===== src/rtl/pt_walker.sv =====
module pt_walker #(
  parameter int PA_W = 56
) (
  input  logic            clk,
  input  logic            rst_n,
  input  logic            req_valid,
  output logic            req_ready,
  input  logic [63:0]     req_vaddr,
  input  logic [1:0]      req_acc,
  input  logic [1:0]      req_priv,
  input  logic            req_mprv,
  input  logic [1:0]      req_mpp,
  input  logic            req_sum,
  input  logic            req_mxr,
  input  logic [1:0]      req_mode,
  input  logic [43:0]     req_root,
  output logic            rsp_valid,
  output logic            rsp_fault,
  output logic            rsp_r,
  output logic            rsp_w,
  output logic            rsp_x,
  output logic [PA_W-1:0] rsp_paddr,
  output logic            mem_req_valid,
  input  logic            mem_req_ready,
  output logic [PA_W-1:0] mem_addr,
  output logic            mem_we,
  output logic [63:0]     mem_wdata,
  output logic [63:0]     mem_cmp,
  input  logic            mem_rsp_valid,
  input  logic [63:0]     mem_rsp_data,
  input  logic            mem_rsp_err
);
  localparam int PPN_W = 44;

  typedef enum logic [2:0] {S_IDLE, S_RD, S_RDW, S_CHK, S_CAS, S_CASW, S_DONE} st_t;

  st_t              st;
  logic [55:0]      va;
  logic [1:0]       acc, upriv, lvl;
  logic             sum, mxr, sv39;
  logic [43:0]      root;
  logic [PA_W-1:0]  base;
  logic [63:0]      pte;

  logic [1:0]  eff_priv;
  logic        canon;
  logic [9:0]  idx;
  logic [4:0]  sh;
  logic [PPN_W-1:0] ppn, mask, pa_ppn;
  logic [63:0] rd, pte_new;
  logic        fetch, store, load, v, r, w, x, u, d;
  logic        priv_bad, acc_bad, leaf_bad, ok_w;

  assign eff_priv = (req_priv == 2'd3 && req_acc != 2'd0 && req_mprv) ? req_mpp : req_priv;
  assign canon    = (&req_vaddr[63:38]) || !(|req_vaddr[63:38]);

  assign fetch = acc == 2'd0;
  assign load  = acc == 2'd1;
  assign store = acc == 2'd2;
  assign {u, x, w, r, v} = pte[4:0];
  assign d = pte[7];

  always_comb begin
    if (sv39)
      case (lvl)
        2'd2:    idx = {1'b0, va[38:30]};
        2'd1:    idx = {1'b0, va[29:21]};
        default: idx = {1'b0, va[20:12]};
      endcase
    else
      idx = (lvl != 2'd0) ? va[31:22] : va[21:12];
  end

  assign sh       = sv39 ? 5'(9 * lvl) : 5'(10 * lvl);
  assign mask     = (44'd1 << sh) - 44'd1;
  assign ppn      = sv39 ? pte[53:10] : {22'd0, pte[31:10]};
  assign pa_ppn   = (ppn & ~mask) | (va[55:12] & mask);
  assign rd       = sv39 ? mem_rsp_data : {32'd0, mem_rsp_data[31:0]};
  assign pte_new  = pte | 64'h40 | (store ? 64'h80 : 64'h0);

  assign priv_bad = u ? (upriv != 2'd0 && (!sum || fetch)) : (upriv != 2'd1);
  assign acc_bad  = load ? !(r || (x && mxr)) : store ? !w : !x;
  assign leaf_bad = (w && !r) || priv_bad || (|(ppn & mask)) || acc_bad;
  assign ok_w     = w && (store || d);

  assign req_ready     = st == S_IDLE;
  assign rsp_valid     = st == S_DONE;
  assign mem_req_valid = st == S_RD || st == S_CAS;
  assign mem_addr      = base + (PA_W'(idx) << (sv39 ? 3 : 2));
  assign mem_we        = st == S_CAS;
  assign mem_wdata     = pte_new;
  assign mem_cmp       = pte;

  always_ff @(posedge clk or negedge rst_n) begin
    if (!rst_n) begin
      st <= S_IDLE;  va <= '0;  acc <= '0;  upriv <= '0;  lvl <= '0;
      sum <= 1'b0;  mxr <= 1'b0;  sv39 <= 1'b0;  root <= '0;  base <= '0;  pte <= '0;
      rsp_fault <= 1'b0;  rsp_r <= 1'b0;  rsp_w <= 1'b0;  rsp_x <= 1'b0;  rsp_paddr <= '0;
    end else begin
      case (st)
        S_IDLE: if (req_valid) begin
          va    <= req_vaddr[55:0];
          acc   <= req_acc;
          upriv <= eff_priv;
          sum   <= req_sum;
          mxr   <= req_mxr;
          sv39  <= req_mode == 2'd2;
          root  <= req_root;
          base  <= PA_W'({req_root, 12'd0});
          lvl   <= (req_mode == 2'd2) ? 2'd2 : 2'd1;
          {rsp_fault, rsp_r, rsp_w, rsp_x} <= 4'b0;
          rsp_paddr <= '0;
          if (eff_priv == 2'd3 || req_mode == 2'd0) begin
            {rsp_r, rsp_w, rsp_x} <= 3'b111;
            rsp_paddr <= req_vaddr[PA_W-1:0];
            st <= S_DONE;
          end else if (req_mode == 2'd3 || (req_mode == 2'd2 && !canon)) begin
            rsp_fault <= 1'b1;
            st <= S_DONE;
          end else begin
            st <= S_RD;
          end
        end
        S_RD:  if (mem_req_ready) st <= S_RDW;
        S_RDW: if (mem_rsp_valid) begin
          if (mem_rsp_err) begin
            rsp_fault <= 1'b1;
            st <= S_DONE;
          end else begin
            pte <= rd;
            st <= S_CHK;
          end
        end
        S_CHK: begin
          if (!v) begin
            rsp_fault <= 1'b1;
            st <= S_DONE;
          end else if (!r && !w && !x) begin
            if (lvl == 2'd0) begin
              rsp_fault <= 1'b1;
              st <= S_DONE;
            end else begin
              base <= PA_W'({ppn, 12'd0});
              lvl  <= lvl - 2'd1;
              st   <= S_RD;
            end
          end else if (leaf_bad) begin
            rsp_fault <= 1'b1;
            st <= S_DONE;
          end else if (pte_new != pte) begin
            st <= S_CAS;
          end else begin
            rsp_r <= r || (x && mxr);  rsp_w <= ok_w;  rsp_x <= x;
            rsp_paddr <= PA_W'({pa_ppn, va[11:0]});
            st <= S_DONE;
          end
        end
        S_CAS: if (mem_req_ready) st <= S_CASW;
        S_CASW: if (mem_rsp_valid) begin
          if (mem_rsp_err) begin
            rsp_fault <= 1'b1;
            st <= S_DONE;
          end else if (rd == pte) begin
            pte <= pte_new;
            rsp_r <= r || (x && mxr);  rsp_w <= ok_w;  rsp_x <= x;
            rsp_paddr <= PA_W'({pa_ppn, va[11:0]});
            st <= S_DONE;
          end else begin
            base <= PA_W'({root, 12'd0});
            lvl  <= sv39 ? 2'd2 : 2'd1;
            st   <= S_RD;
          end
        end
        default: st <= S_IDLE;
      endcase
    end
  end
endmodule


===== config.mk =====
export PLATFORM = sky130hd
export DESIGN_NAME = pt_walker
export DESIGN_NICKNAME = d
export VERILOG_FILES = /design/src/rtl/pt_walker.sv
export SDC_FILE = /design/constraint.sdc
export NUM_CORES = 1
export LEC_CHECK = 0
export BUFFER_PORTS_ARGS = -buffer_cell sky130_fd_sc_hd__buf_2
export CAP_MARGIN = 40
export CORE_ASPECT_RATIO = 1.25
export CORE_MARGIN = 3
export CORE_UTILIZATION = 50
export DETAILED_ROUTE_END_ITERATION = 6
export PLACE_DENSITY = 0.75
export SYNTH_ARGS = -nofsm -noshare
export SYNTH_HDL_FRONTEND = slang
export SYNTH_SLANG_ARGS = --single-unit
export TNS_END_PERCENT = 20

===== constraint.sdc =====
create_clock -name clk -period 4.9 [get_ports clk]
set_input_delay 0 -clock clk [delete_from_list [all_inputs] [get_ports clk]]
set_output_delay 0 -clock clk [all_outputs]
set_load 0.005 [all_outputs]

* Yosys cells after proc, flatten, opt, wreduce, memory -nomap -nowiden
Cells that the tools add are included.
** Storage, ports and cells
- Latch bits :: 0
- Memories :: 0
- Register bits :: 292
- Bits in read-only memories :: 0
- Word-level logic and storage cells :: 209
- Input port bits :: 189
- Memory bits (writable) :: 0
** Cells by class
- $mul :: 2
- Divide/modulo/power cells :: 0
- Equal/unequal tests :: 36
- Add/sub/neg operators :: 3
- Shifts and indexed selects :: 2
- Bitwise operators :: 6
- Mux-type cells :: 98
- Reduce and logical (&&, ||, !) cells :: 46
- Order comparisons :: 0
** Operators with widths (count)
- two-way mux 56 bit :: 16
- two-way mux 64 bit :: 6
- case mux 56 bit (3 select lines) :: 2
- AND 44 bit :: 3
- case mux 64 bit (2 select lines) :: 1
- == test 64 bit :: 1
- != test 64 bit :: 1
- OR 64 x 8 -> 64 bit :: 1
- adder 56 bit :: 1
- << shifter 10 x 2 -> 56 bit :: 1
- two-way mux 44 bit :: 1
- NOT 44 bit :: 1
- OR 44 bit :: 1
- OR reduction 44 bit :: 1
- << shifter 1 x 5 -> 44 bit (first input constant) :: 1
- subtractor 44 x 1 -> 44 bit (second input constant) :: 1
- two-way mux 3 bit :: 13
- two-way mux 1 bit :: 36
- != test 2 bit (second input constant) :: 15
- AND reduction 26 bit :: 1
- OR reduction 26 bit :: 1
- two-way mux 2 bit :: 12
- two-way mux 10 bit :: 2
- case mux 3 bit (6 select lines) :: 1
- 28 further kinds :: 73

* Longest topological paths before layout
- Depth after elaboration :: 12
- Gate-level depth with buffers :: 14
- Depth with buffers taken out :: 11

* Worst setup path after synthesis
No wires, ideal clock.
- Kind :: register to register
- Start :: reg lvl[1]
- End :: reg rsp_paddr[27]
- Required time :: 4768 ps
- Cell stages (with the launch flop) :: 15
- Library setup time :: 132 ps
- Path buffers :: 4
- Arrival time :: 2776 ps
- Slack :: 1992 ps
- Path through :: dfrtp_1 buf_2 nor2_2 inv_1 ha_1 clkbuf_1 nand2_1 o22a_1 nand4_1 nor4_1 o221ai_2 buf_2 buf_2 nand2_1 o21ai_1
** On the way
- Longest elaborated chain between the ends :: 12
- Elaborated cells on any way between the ends :: 23
- Those cells by class :: add/sub (1); mul (2); eq/ne (1); shift (1); mux (9); bitwise (5); reduce/logical (4)
** RTL lines
- start, declared :: RTL line 39 : logic [1:0] acc, upriv, lvl;
- start signal, assigned :: RTL line 110 : lvl <= (req_mode == 2'd2) ? 2'd2 : 2'd1;
- start signal, assigned :: RTL line 144 : lvl <= lvl - 2'd1;
- start signal, assigned :: RTL line 170 : lvl <= sv39 ? 2'd2 : 2'd1;
- multiplier 4 x 2 -> 5 bit / multiplier 3 x 2 -> 4 bit (equally long branches) :: RTL line 74 : assign sh = sv39 ? 5'(9 * lvl) : 5'(10 * lvl);
- two-way mux 5 bit * :: RTL line 74
- << shifter 1 x 5 -> 44 bit * :: RTL line 75 : assign mask = (44'd1 << sh) - 44'd1;
- subtractor 44 x 1 -> 44 bit * :: RTL line 75
- parallel branches: the longest is 8 deep, another holds AND 44 bit
- end signal, assigned :: RTL line 115 : rsp_paddr <= req_vaddr[PA_W-1:0];
- end signal, assigned :: RTL line 154 : rsp_paddr <= PA_W'({pa_ppn, va[11:0]});
- end signal, assigned :: RTL line 166 : rsp_paddr <= PA_W'({pa_ppn, va[11:0]});
- end, declared :: RTL line 22 : output logic [PA_W-1:0] rsp_paddr,
Mark *: on every way between the ends. The select of a mux whose other input is x is not followed.
A chain may end at the register's enable or synchronous reset.

* Worst setup path in the final report
- Start :: reg lvl[0]
- End :: reg rsp_paddr[2]
** On the way
- Longest elaborated chain between the ends :: 10
- Elaborated cells on any way between the ends :: 11
- Those cells by class :: add/sub (1); mul (2); eq/ne (1); shift (1); mux (1); bitwise (1); reduce/logical (4)
** RTL lines
- multiplier 4 x 2 -> 5 bit / multiplier 3 x 2 -> 4 bit (equally long branches) :: RTL line 74
- two-way mux 5 bit * :: RTL line 74
- << shifter 1 x 5 -> 44 bit * :: RTL line 75
- subtractor 44 x 1 -> 44 bit * :: RTL line 75
- AND 44 bit * :: RTL line 83 : assign leaf_bad = (w && !r) || priv_bad || (|(ppn & mask)) || acc_bad;
- OR reduction 44 bit * :: RTL line 83
- logical OR 1 bit * (2 in series) :: RTL line 83
- != test 2 bit (no source line) *
- AND reduction 9 bit (no source line) *
Mark *: on every way between the ends. The rest lies on a longest branch, timed or not.

==> results.toml <==
[floorplan]
initial_core_util = 0.5150
fp.dieH_um = 201.5
fp.dieArea_um2 = 32730
coreArea_um2 = 29690
rows = 70
die_w_um = 162.4
pin_count = 437

[logic_synthesis]
avgSynthCellArea_um2 = 8.347
yosysSeqAreaShare = 0.4451
ys_top_cells_by_area = "dfrtp_1 45%, nand2_1 13%, o21ai_0 3.8%, xnor2_1 3.7%, buf_4 3.3%"
yosysUniqueCellTypes = 65
synthArstFlopShare = 1.000
synth_top_area_frac = 0.4451
synth_area_leader_cell = "dfrtp_1"
synthMostInstantiatedCell = "nand2_1"
netlist_area_um2 = 15290
synth_edf_count = 0
ys_seq_elements = 272
synthTopCellsByCount = "523 x nand2_1, 272 x dfrtp_1, 116 x o21ai_0, 110 x nor2_1, 98 x clkbuf_1"
synth_cells = 1832
yosys_warnings = 0
ys.flop_type = "dfrtp_1"

[grt]
grt_max_degree = 110
grt_pass1_wl_um = 89240
antenna_found_initial = 5
grt_usage = 0.3426
grt_pass1_vias = 15770
gr-total-overflow = 0

[clock_tree]
cts_resized = 0
cts.sinks = 272
cts_tree = "yes"
htree_levels = 1
cts-root-buf = "clkbuf_16"
cts.clk_slew.worst_paths_ns = 0.07
clockBufferDepth = 3
clk_latency_ns = 0.55
cts_buffers = 28

[power_and_ir_drop]
p_sw_frac = 0.4474
p_sw_mw = 5.774
internal-power_mw = 7.132
leakage_nw = 9.644
power_mw = 12.91
clkPwrFrac = 0.176
p_seq_frac = 0.380
combPwrFrac = 0.444
vdd_drop_max_v = 0.0003814
pwr_density_cell_nw_per_um2 = 640.7

[timing]
fin_skew_ns = 0.02182
fmaxAchievable_ghz = 0.2657
setup_violations = 0
fin_crit_ns = 3.763
rsz0062_at_grt = "no"
tns_ns = 0
drv_slew = 0
tightest_slew_ns = 0.8885
hold_violations = 0
relSlewSlack = 0.4077
min_period_over_period = 0.7680

[critical_path]
arrival_ns = 4.16
path_class = "reg2reg"
cp.required_ns = 5.30
critPathLaunchType = "flop"
cp_max_fo = 49
slowest_delay_ns = 0.72
crit_chain = "nor2_2, inv_1, ha_1, a21boi_1, o2bb2a_1, nand4_1, nor4_1, o221ai_4, buf_4, o21ai_0"
slowest_stage = "dfrtp_1"
cp-end-kind = "flop"

[placed_design]
io_buffers = 433
dp_hpwl_um = 39780
place.gp.congestion = 0.9577

[layout]
final_nets = 2516
regArea_um2 = 6810
area_growth_pct = 31.73
multi_input_area_um2 = 7522
fill_cells = 2342
layout-drive-gt1-share = 0.2344

[detailed_routing]
route.detailed.drc = 0
drtPass1Iterations = 5
post_drt_wl_per_cell_um = 21.20
via_count = 16040
drt_iter0_drc = 1395
drt-total-wl_um = 58050
ant_nets = 0
vias_per_cell = 5.856

[status]
status = "completed"

[flow_run]
drv_cap = 0

[min_path]
min_path_type = "in2reg"
==> sequential cells by signal, indices dropped and copies added, names as in the netlist <==
name       cells
mem_cmp       64
sv39           1
st             3
rsp_w          1
rsp_x          1
rsp_paddr     56
va            48
base          44
mxr            1
upriv          2
rsp_fault      1
rsp_r          1
lvl            2
sum            1
root          44
acc            2
==> per-stage QoR <==
stage / std cells / area (um2) / hold slack, ns / setup slack, ns / util
CTS: 2734 / 20130 / 0.01246 / 1.181 / 0.6781
global placement: 2498 / 17240 / 0.1104 / 1.345 / 0.5805
floorplan: 1835 / 15300 / -0.2956 / 1.992 / -
detailed placement: 2503 / 17350 / 0.1116 / 1.195 / 0.5845
global route: 2738 / 20140 / 0.06825 / 0.7635 / 0.6784
finish: 2738 / 20140 / 0.02941 / 1.137 / 0.6784
==> critical path, delay by kind of cell (launching register included) <==
family	cells	cell delay, ns
AOI/OAI and AO/OA	4	1.37
DFF	1	0.72
buffers and inverters	2	0.68
adders and majority gates	1	0.53
and+or+nand+nor	3	0.31
==> worst paths after layout <==
| path | startpoint | endpoint | slack [ns] | depth (start not counted) |
|---|---|---|---|---|
| worst max-delay path | lvl[0]$_DFFE_PN0P_ | rsp_paddr[2]$_DFFE_PN0P_ | 1.14 | 10 |
| max in group asynchronous | rst_n | base[25]$_DFFE_PN0P_ | 3.41 | 3 |
| worst max register to register | lvl[0]$_DFFE_PN0P_ | rsp_paddr[2]$_DFFE_PN0P_ | 1.14 | 10 |
| worst min-delay path | mem_req_ready | st[1]$_DFFE_PN0P_ | 0.03 | 4 |
| worst min register to register | root[39]$_DFFE_PN0P_ | root[39]$_DFFE_PN0P_ | 0.48 | 2 |
| min in group asynchronous | rst_n | va[0]$_DFFE_PN0P_ | 0.10 | 2 |
==> layer usage <==
layer	part of all wire	wire length (um)	GRT usage	vias to the layer above
li1	-	-	-	7248
met1	0.39	22870	0.4470	7673
met2	0.48	27800	0.5684	914
met3	0.076	4395	0.04448	198
met4	0.051	2939	0.1548	2
met5	0.00088	51	0	-
==> cell families (layout without fill, tap and decap cells) <==
family,count (synthesis),count (layout),share of synthesized area
AOI/OAI and AO/OA,403,403,0.1659
xor gates and xnor gates,83,83,0.04754
adders and majority gates,10,10,0.008183
buffers and inverters,204,707,0.06751
DFF,272,272,0.4451
muxes,60,60,0.04190
other,2,9,0.0004911
and+or+nand+nor,798,798,0.2233
==> timing repair <==
| item | CTS | global route |
|---|---|---|
| hold buffers | 180 | 0 |
| hold endpoints to repair | 374 | 0 |
| setup buffers | 0 | 0 |
==> power groups by stage <==
stage | Clock, mW | Sequential [mW] | Combinational, mW
5_1_grt | 2.37 | 5.01 | 6.33
3_5_place_dp | 0 | 4.86 | 5.49
3_3_place_gp | 0 | 4.81 | 5.35
2_1_floorplan | 0 | 4.24 | 3.73
4_1_cts | 2.29 | 4.83 | 5.65
6_report | 2.27 | 4.90 | 5.74
==> cells in the final DEF (no fill, tap or decap), types with 19 or more instances in the layout <==
master           n
buf_2          432
a21oi_1         63
a22oi_1         49
a32oi_1         19
and3_1          26
nand2_1        521
a31oi_1         62
nand3_1         34
nor2_1         108
mux2_2          32
mux2i_1         28
xnor2_1         64
xor2_1          19
o21ai_0        116
nand4_1         26
dlygate4sd3_1  180
dfrtp_1        271
inv_1           20
clkbuf_16       29
==> layout make-up <==
| cell class | instances | area share |
|---|---|---|
| timing repair buffer | 635 | 0.2109 |
| sequential | 272 | 0.3381 |
| clock buffer | 42 | 0.04242 |
| antenna | 4 | 0.0004969 |
| tap | 396 | 0.02460 |
| clock inverter | 9 | 0.006087 |
| inverter | 21 | 0.003913 |
| multi-input combinational | 1359 | 0.3734 |
Note: power is estimated with default switching activity, not from simulation.
